--- config.mk ---
export PLATFORM = sky130hd
export DESIGN_NAME = qenc_emul
export DESIGN_NICKNAME = d
export VERILOG_FILES = /design/src/rtl/qenc_pkg.sv /design/src/rtl/qenc_res_sel.sv /design/src/rtl/qenc_tracker.sv /design/src/rtl/qenc_phase_out.sv /design/src/rtl/qenc_emul.sv
export SDC_FILE = /design/constraint.sdc
export NUM_CORES = 1
export LEC_CHECK = 0
export ABC_AREA = 1
export BUFFER_PORTS_ARGS = -buffer_cell sky130_fd_sc_hd__buf_2
export CAP_MARGIN = 15
export CORE_MARGIN = 3
export CORE_UTILIZATION = 55
export CTS_CLUSTER_SIZE = 40
export DETAILED_ROUTE_END_ITERATION = 7
export PLACE_DENSITY_LB_ADDON = 0.1
export SLEW_MARGIN = 20
export SYNTH_ARGS = -nofsm -noshare
export SYNTH_HDL_FRONTEND = slang
export SYNTH_SLANG_ARGS = --single-unit
--- constraint.sdc ---
create_clock -name clk -period 4.19 [get_ports clk]
set_input_delay 0.419 -clock clk [delete_from_list [all_inputs] [get_ports clk]]
set_output_delay 0.419 -clock clk [all_outputs]
set_load 0.005 [all_outputs]
--- src/rtl/qenc_pkg.sv ---
package qenc_pkg;
    localparam int POS_W = 16;
    localparam int MAX_SHIFT = 6;

    typedef logic [1:0]       res_code_t;
    typedef logic [POS_W-1:0] pos_t;

    typedef enum logic [1:0] {
        STEP_HOLD = 2'd0,
        STEP_UP   = 2'd1,
        STEP_DOWN = 2'd2
    } step_t;

    typedef struct packed {
        logic a;
        logic b;
    } quad_t;

    function automatic int unsigned res_shift(res_code_t c);
        return MAX_SHIFT - 2 * int'(c);
    endfunction

    function automatic pos_t res_mask(res_code_t c);
        return pos_t'({POS_W{1'b1}} >> res_shift(c));
    endfunction

    function automatic res_code_t res_min(res_code_t x, res_code_t y);
        return (x < y) ? x : y;
    endfunction

    function automatic quad_t gray_phase(logic [1:0] c);
        quad_t q;
        q.a = c[1] ^ c[0];
        q.b = c[1];
        return q;
    endfunction
endpackage

--- src/rtl/qenc_res_sel.sv ---
module qenc_res_sel
    import qenc_pkg::*;
(
    input  logic      clk,
    input  logic      rst,
    input  logic      enc_res_wr,
    input  res_code_t enc_res,
    input  res_code_t pos_res,
    output res_code_t enc_q,
    output res_code_t eff,
    output logic      resync
);
    res_code_t prev_q;

    always_ff @(posedge clk) begin
        if (rst) begin
            enc_q  <= 2'b11;
            prev_q <= 2'b11;
        end else begin
            if (enc_res_wr) enc_q <= enc_res;
            prev_q <= eff;
        end
    end

    always_comb begin
        eff    = res_min(enc_q, pos_res);
        resync = (eff != prev_q);
    end
endmodule

--- src/rtl/qenc_tracker.sv ---
module qenc_tracker
    import qenc_pkg::*;
(
    input  logic      clk,
    input  logic      rst,
    input  pos_t      pos,
    input  res_code_t eff,
    input  logic      resync,
    output pos_t      cnt
);
    pos_t  target;
    pos_t  mask;
    pos_t  diff;
    step_t step;

    always_comb begin
        mask   = res_mask(eff);
        target = pos >> res_shift(eff);
        diff   = (target - cnt) & mask;
        if (diff == '0)
            step = STEP_HOLD;
        else if ((diff & ~(mask >> 1)) == '0)
            step = STEP_UP;
        else
            step = STEP_DOWN;
    end

    always_ff @(posedge clk) begin
        if (rst) begin
            cnt <= '0;
        end else if (resync) begin
            cnt <= target;
        end else begin
            case (step)
                STEP_UP:   cnt <= (cnt + pos_t'(1)) & mask;
                STEP_DOWN: cnt <= (cnt - pos_t'(1)) & mask;
                default:   cnt <= cnt;
            endcase
        end
    end
endmodule

--- src/rtl/qenc_phase_out.sv ---
module qenc_phase_out
    import qenc_pkg::*;
(
    input  pos_t cnt,
    output logic enc_a,
    output logic enc_b,
    output logic enc_idx
);
    quad_t q;

    always_comb begin
        q       = gray_phase(cnt[1:0]);
        enc_a   = q.a;
        enc_b   = q.b;
        enc_idx = (cnt == '0);
    end
endmodule

--- src/rtl/qenc_emul.sv ---
module qenc_emul
    import qenc_pkg::*;
(
    input  logic       clk,
    input  logic       rst,
    input  logic [15:0] pos,
    input  logic [1:0] pos_res,
    input  logic [1:0] enc_res,
    input  logic       enc_res_wr,
    output logic       enc_a,
    output logic       enc_b,
    output logic       enc_idx
);
    res_code_t enc_q;
    res_code_t eff;
    logic      resync;
    pos_t      cnt;

    qenc_res_sel u_res_sel (
        .clk        (clk),
        .rst        (rst),
        .enc_res_wr (enc_res_wr),
        .enc_res    (enc_res),
        .pos_res    (pos_res),
        .enc_q      (enc_q),
        .eff        (eff),
        .resync     (resync)
    );

    qenc_tracker u_tracker (
        .clk    (clk),
        .rst    (rst),
        .pos    (pos),
        .eff    (eff),
        .resync (resync),
        .cnt    (cnt)
    );

    qenc_phase_out u_phase_out (
        .cnt     (cnt),
        .enc_a   (enc_a),
        .enc_b   (enc_b),
        .enc_idx (enc_idx)
    );
endmodule

==> results.md <==
• 0 — max-slew violation count
• 57.22% — initial core utilization
• 16.72 mm — total wire length
• 0 — # Max-Cap Violations
• -538.2 ps — Setup WS post-layout
• yes — CTS tree
• 44 — count of unresolved DRC violations after routing
• DRC, setup timing — violated checks
• 7.877 ps — skew final
• 112.8% — Final period util
• 9 — largest fanout of any net on the critical path
• 8.241 mm — Detail Placement HPWL
• 38.99% — share of final-layout standard cells stronger than drive strength 1
• 5574 µm² — core area
• sky130_fd_sc_hd__nand2_1 19%, sky130_fd_sc_hd__dfxtp_1 13%, sky130_fd_sc_hd__ha_1 13%, sky130_fd_sc_hd__inv_1 11%, sky130_fd_sc_hd__nor2_1 5.5% — top area cells in the synthesized netlist
• sky130_fd_sc_hd__dfxtp_2 — slowest cell on the critical path
• 1 — count of H-tree levels built during CTS
• 2.115 mm — Met3 Wirelength
• 4880 ps — data arrival time at the worst-slack endpoint
• yes — RSZ-0062 raised after global routing
• 4350 ps — worst path required time
• sky130_fd_sc_hd__nand2_1 — cell taking the most area after synthesis
• 362.6 ps — worst hold slack
• u_res_sel.enc_q[1]$_SDFFE_PP1P_ — launch point of the worst path
• -540 ps — worst-case register-to-register setup slack
• reg2reg — type of the worst setup path
• 20 — number of clock sinks
• 749 — NumNets Final
• 5.460 mm — routed metal-1 wirelength
• 6.576 — Via density
• 729 — total instance count after detailed placement
• 211.5 MHz — Max Freq
• in2reg — worst min-delay path class
• 0% — Async SR Flop Fraction
• 3189 µm² — Cell Area, Synth
• 340 ps — biggest cell delay along the critical path
• 0 — number of synthesized flops with an enable pin
• sky130_fd_sc_hd__nand2_1 — cell with the most instances on the worst path
• 164 x sky130_fd_sc_hd__nand2_1, 95 x sky130_fd_sc_hd__inv_1, 47 x sky130_fd_sc_hd__nor2_1 — Post-synth top cells
• 4016 µm² — post-placement cell area
• 82.15 µm — die outline height
• 0 — Antenna Violating Nets Remaining
• 7.203 mm — met2 wire length
• 4728 ps — post-layout min period
• sky130_fd_sc_hd__nand2_1 — most frequently used cell type in the post-synthesis netlist
• 0 — GRT overflow
• 1.038 — final weighted congestion of routability-driven global placement
• 2.578 nW — Lkg Pwr
• 41 — Cell variety after synth
• -4896 ps — sum of negative setup slack
• 290 ps — latest clock arrival within the worst-skew pair
• u_tracker.cnt[14]$_SDFFE_PP0P_ — CP endpoint
• flop — kind of start point of the critical path
• 20 — Yosys reg bits
• u_res_sel.enc_q[1]$_SDFFE_PP1P_ — reg-to-reg startpoint
• 3 — Num CTS Buffers
• 70 ps — Clk pin slew, worst setup/hold paths
• 2 — maximum root-to-sink buffer count
• sky130_fd_sc_hd__dfxtp_1 — primary flip-flop cell chosen by synthesis mapping
• 263 — Filler Cells Inserted
• sky130_fd_sc_hd__clkbuf_8 — library cell used as clock root buffer
• 762 — post-route non-filler standard cell count
• 615 — nets in the synthesized netlist
• 13 — setup-violating endpoint count in the final report
• 12.55% — sequential-to-total area share from yosys stat
• 18.48 mm — first-pass GRT wire length
• 0 — final hold violation count
• 3988 — vias in the first global route
• 8 — number of optimization iterations in the first detailed-route pass
• 64.46% — headroom to the max-slew limit
• 0 — diodes inserted
• 31 — number of cell instances on the worst register-to-register path
• 35.54% — overall track demand over capacity in global routing
• 0 — number of antenna violations at the first check in global routing
• flop — critical path capture point type
• 4957 µm² — area of all placed cells without fillers
• 622.1 nW/µm² — Pwr Density
• 26 — I/O pin count
• 6749 µm² — die area
• 5011 — Via Count
• -531.7 ps — Placement Setup Slack
• 20 — pin count of the biggest net entering global routing
• 19.30% — fraction of synthesized cell area taken by the top area cell type
• 25 — I/O Buffers
• 21.94 µm — average detailed-routed wire length per instance
• 0 — hold buffers post-CTS
• 0 — Synthesis Warnings
• 531.2 ps — pin slew with the least headroom to its limit
• 82.15 µm — width of the chip
• complete, but fails checks — run status
• 0.6133 mV — peak ir drop on the vdd network
• 5.716 µm² — Avg Synthesized Cell Area
• 27 — standard-cell row count
• met5 — highest metal used
• 55.43% — P&R area growth vs syn
• 558 — Post-Syn Instances
• u_tracker.cnt[14]$_SDFFE_PP0P_ — endpoint of the worst-slack reg-to-reg timing path
• 810 — iteration-0 DRC count of the detailed router
-- worst min path at each step --
stage                                               start                               to  depth (start not counted)  slack [ps]
final                                          enc_res[1]  u_res_sel.enc_q[1]$_SDFFE_PP1P_                          3         360
after CTS                                      enc_res_wr  u_res_sel.enc_q[1]$_SDFFE_PP1P_                          2         380
after detailed placement  u_res_sel.enc_q[0]$_SDFFE_PP1P_  u_res_sel.enc_q[0]$_SDFFE_PP1P_                          2         470
after floorplan           u_res_sel.enc_q[0]$_SDFFE_PP1P_  u_res_sel.enc_q[0]$_SDFFE_PP1P_                          2         440
after global placement    u_res_sel.enc_q[0]$_SDFFE_PP1P_  u_res_sel.enc_q[0]$_SDFFE_PP1P_                          2         460
after global routing                           enc_res[1]  u_res_sel.enc_q[1]$_SDFFE_PP1P_                          3         400
-- layout make-up --
type                    count  area (µm²)  share of cell area [%]
well taps                  72       90.09                   1.817
clock buffers               3       41.29                  0.8329
inverters                 100       390.4                   7.875
repair buffers            134       982.2                   19.81
multi-input cells         432        3045                   61.43
flip-flops and latches     20       401.6                   8.102
repair inverters            1       6.256                  0.1262
-- per-stage QoR --
stage / util [%] / power, mW
after CTS: 80.90 / 2.460
after global routing: 88.93 / 3.236
after floorplan: - / 1.359
after detailed placement: 72.05 / 2.012
after global placement: 72.05 / 1.958
final: 88.93 / 3.084
-- registers in the layout, indices dropped and copies added, names as in the netlist --
name              flops
u_tracker.cnt        16
u_res_sel.enc_q       2
u_res_sel.prev_q      2
-- cell families after synthesis --
family          synth area share, %
compound gates                15.73
fa+ha+maj                     13.81
flops                         12.55
simple gates                  40.29
mux                          0.3139
xor+xnor                      4.394
buf+inv                       12.91
-- layout by cell type (no fill, tap or decap), types with 12 or more instances in the layout --
master / instances
sky130_fd_sc_hd__buf_4: 101
sky130_fd_sc_hd__nand3_1: 31
sky130_fd_sc_hd__o21ai_1: 12
sky130_fd_sc_hd__inv_1: 91
sky130_fd_sc_hd__ha_4: 21
sky130_fd_sc_hd__dfxtp_1: 19
sky130_fd_sc_hd__a21oi_2: 14
sky130_fd_sc_hd__nor2_1: 40
sky130_fd_sc_hd__a21oi_1: 17
sky130_fd_sc_hd__nand2_2: 22
sky130_fd_sc_hd__nand2_1: 148
sky130_fd_sc_hd__o21ai_2: 17
sky130_fd_sc_hd__buf_2: 25
-- worst max-delay path: cells and delay by family, from the launching register on --
family,cells,cell delay [ps]
compound gates,6,890
xor+xnor,1,170
fa+ha+maj,3,840
buf+inv,6,690
flops,1,340
simple gates,15,1670
-- layer usage --
metal  track usage [%]  up-vias
li1                  -     2056
met1             43.44     2192
met2             61.63      523
met3             4.121      238
met4             17.11        2
met5                 0        -
-- timing repair --
action                     in CTS  in global routing
setup endpoints to repair      12                 13
resized for setup              79                 69
gates cloned                    3                  0
buffers inserted               11                 16
pin swaps                      16                 42
-- power by group --
part | internal [mW] | total (mW) | switching, mW
Sequential | 0.224 | 0.275 | 0.0509
Combinational | 1.17 | 2.67 | 1.50
Clock | 0.0647 | 0.140 | 0.0756
Total | 1.46 | 3.08 | 1.62
No activity file was read; power rests on OpenSTA's default activity.
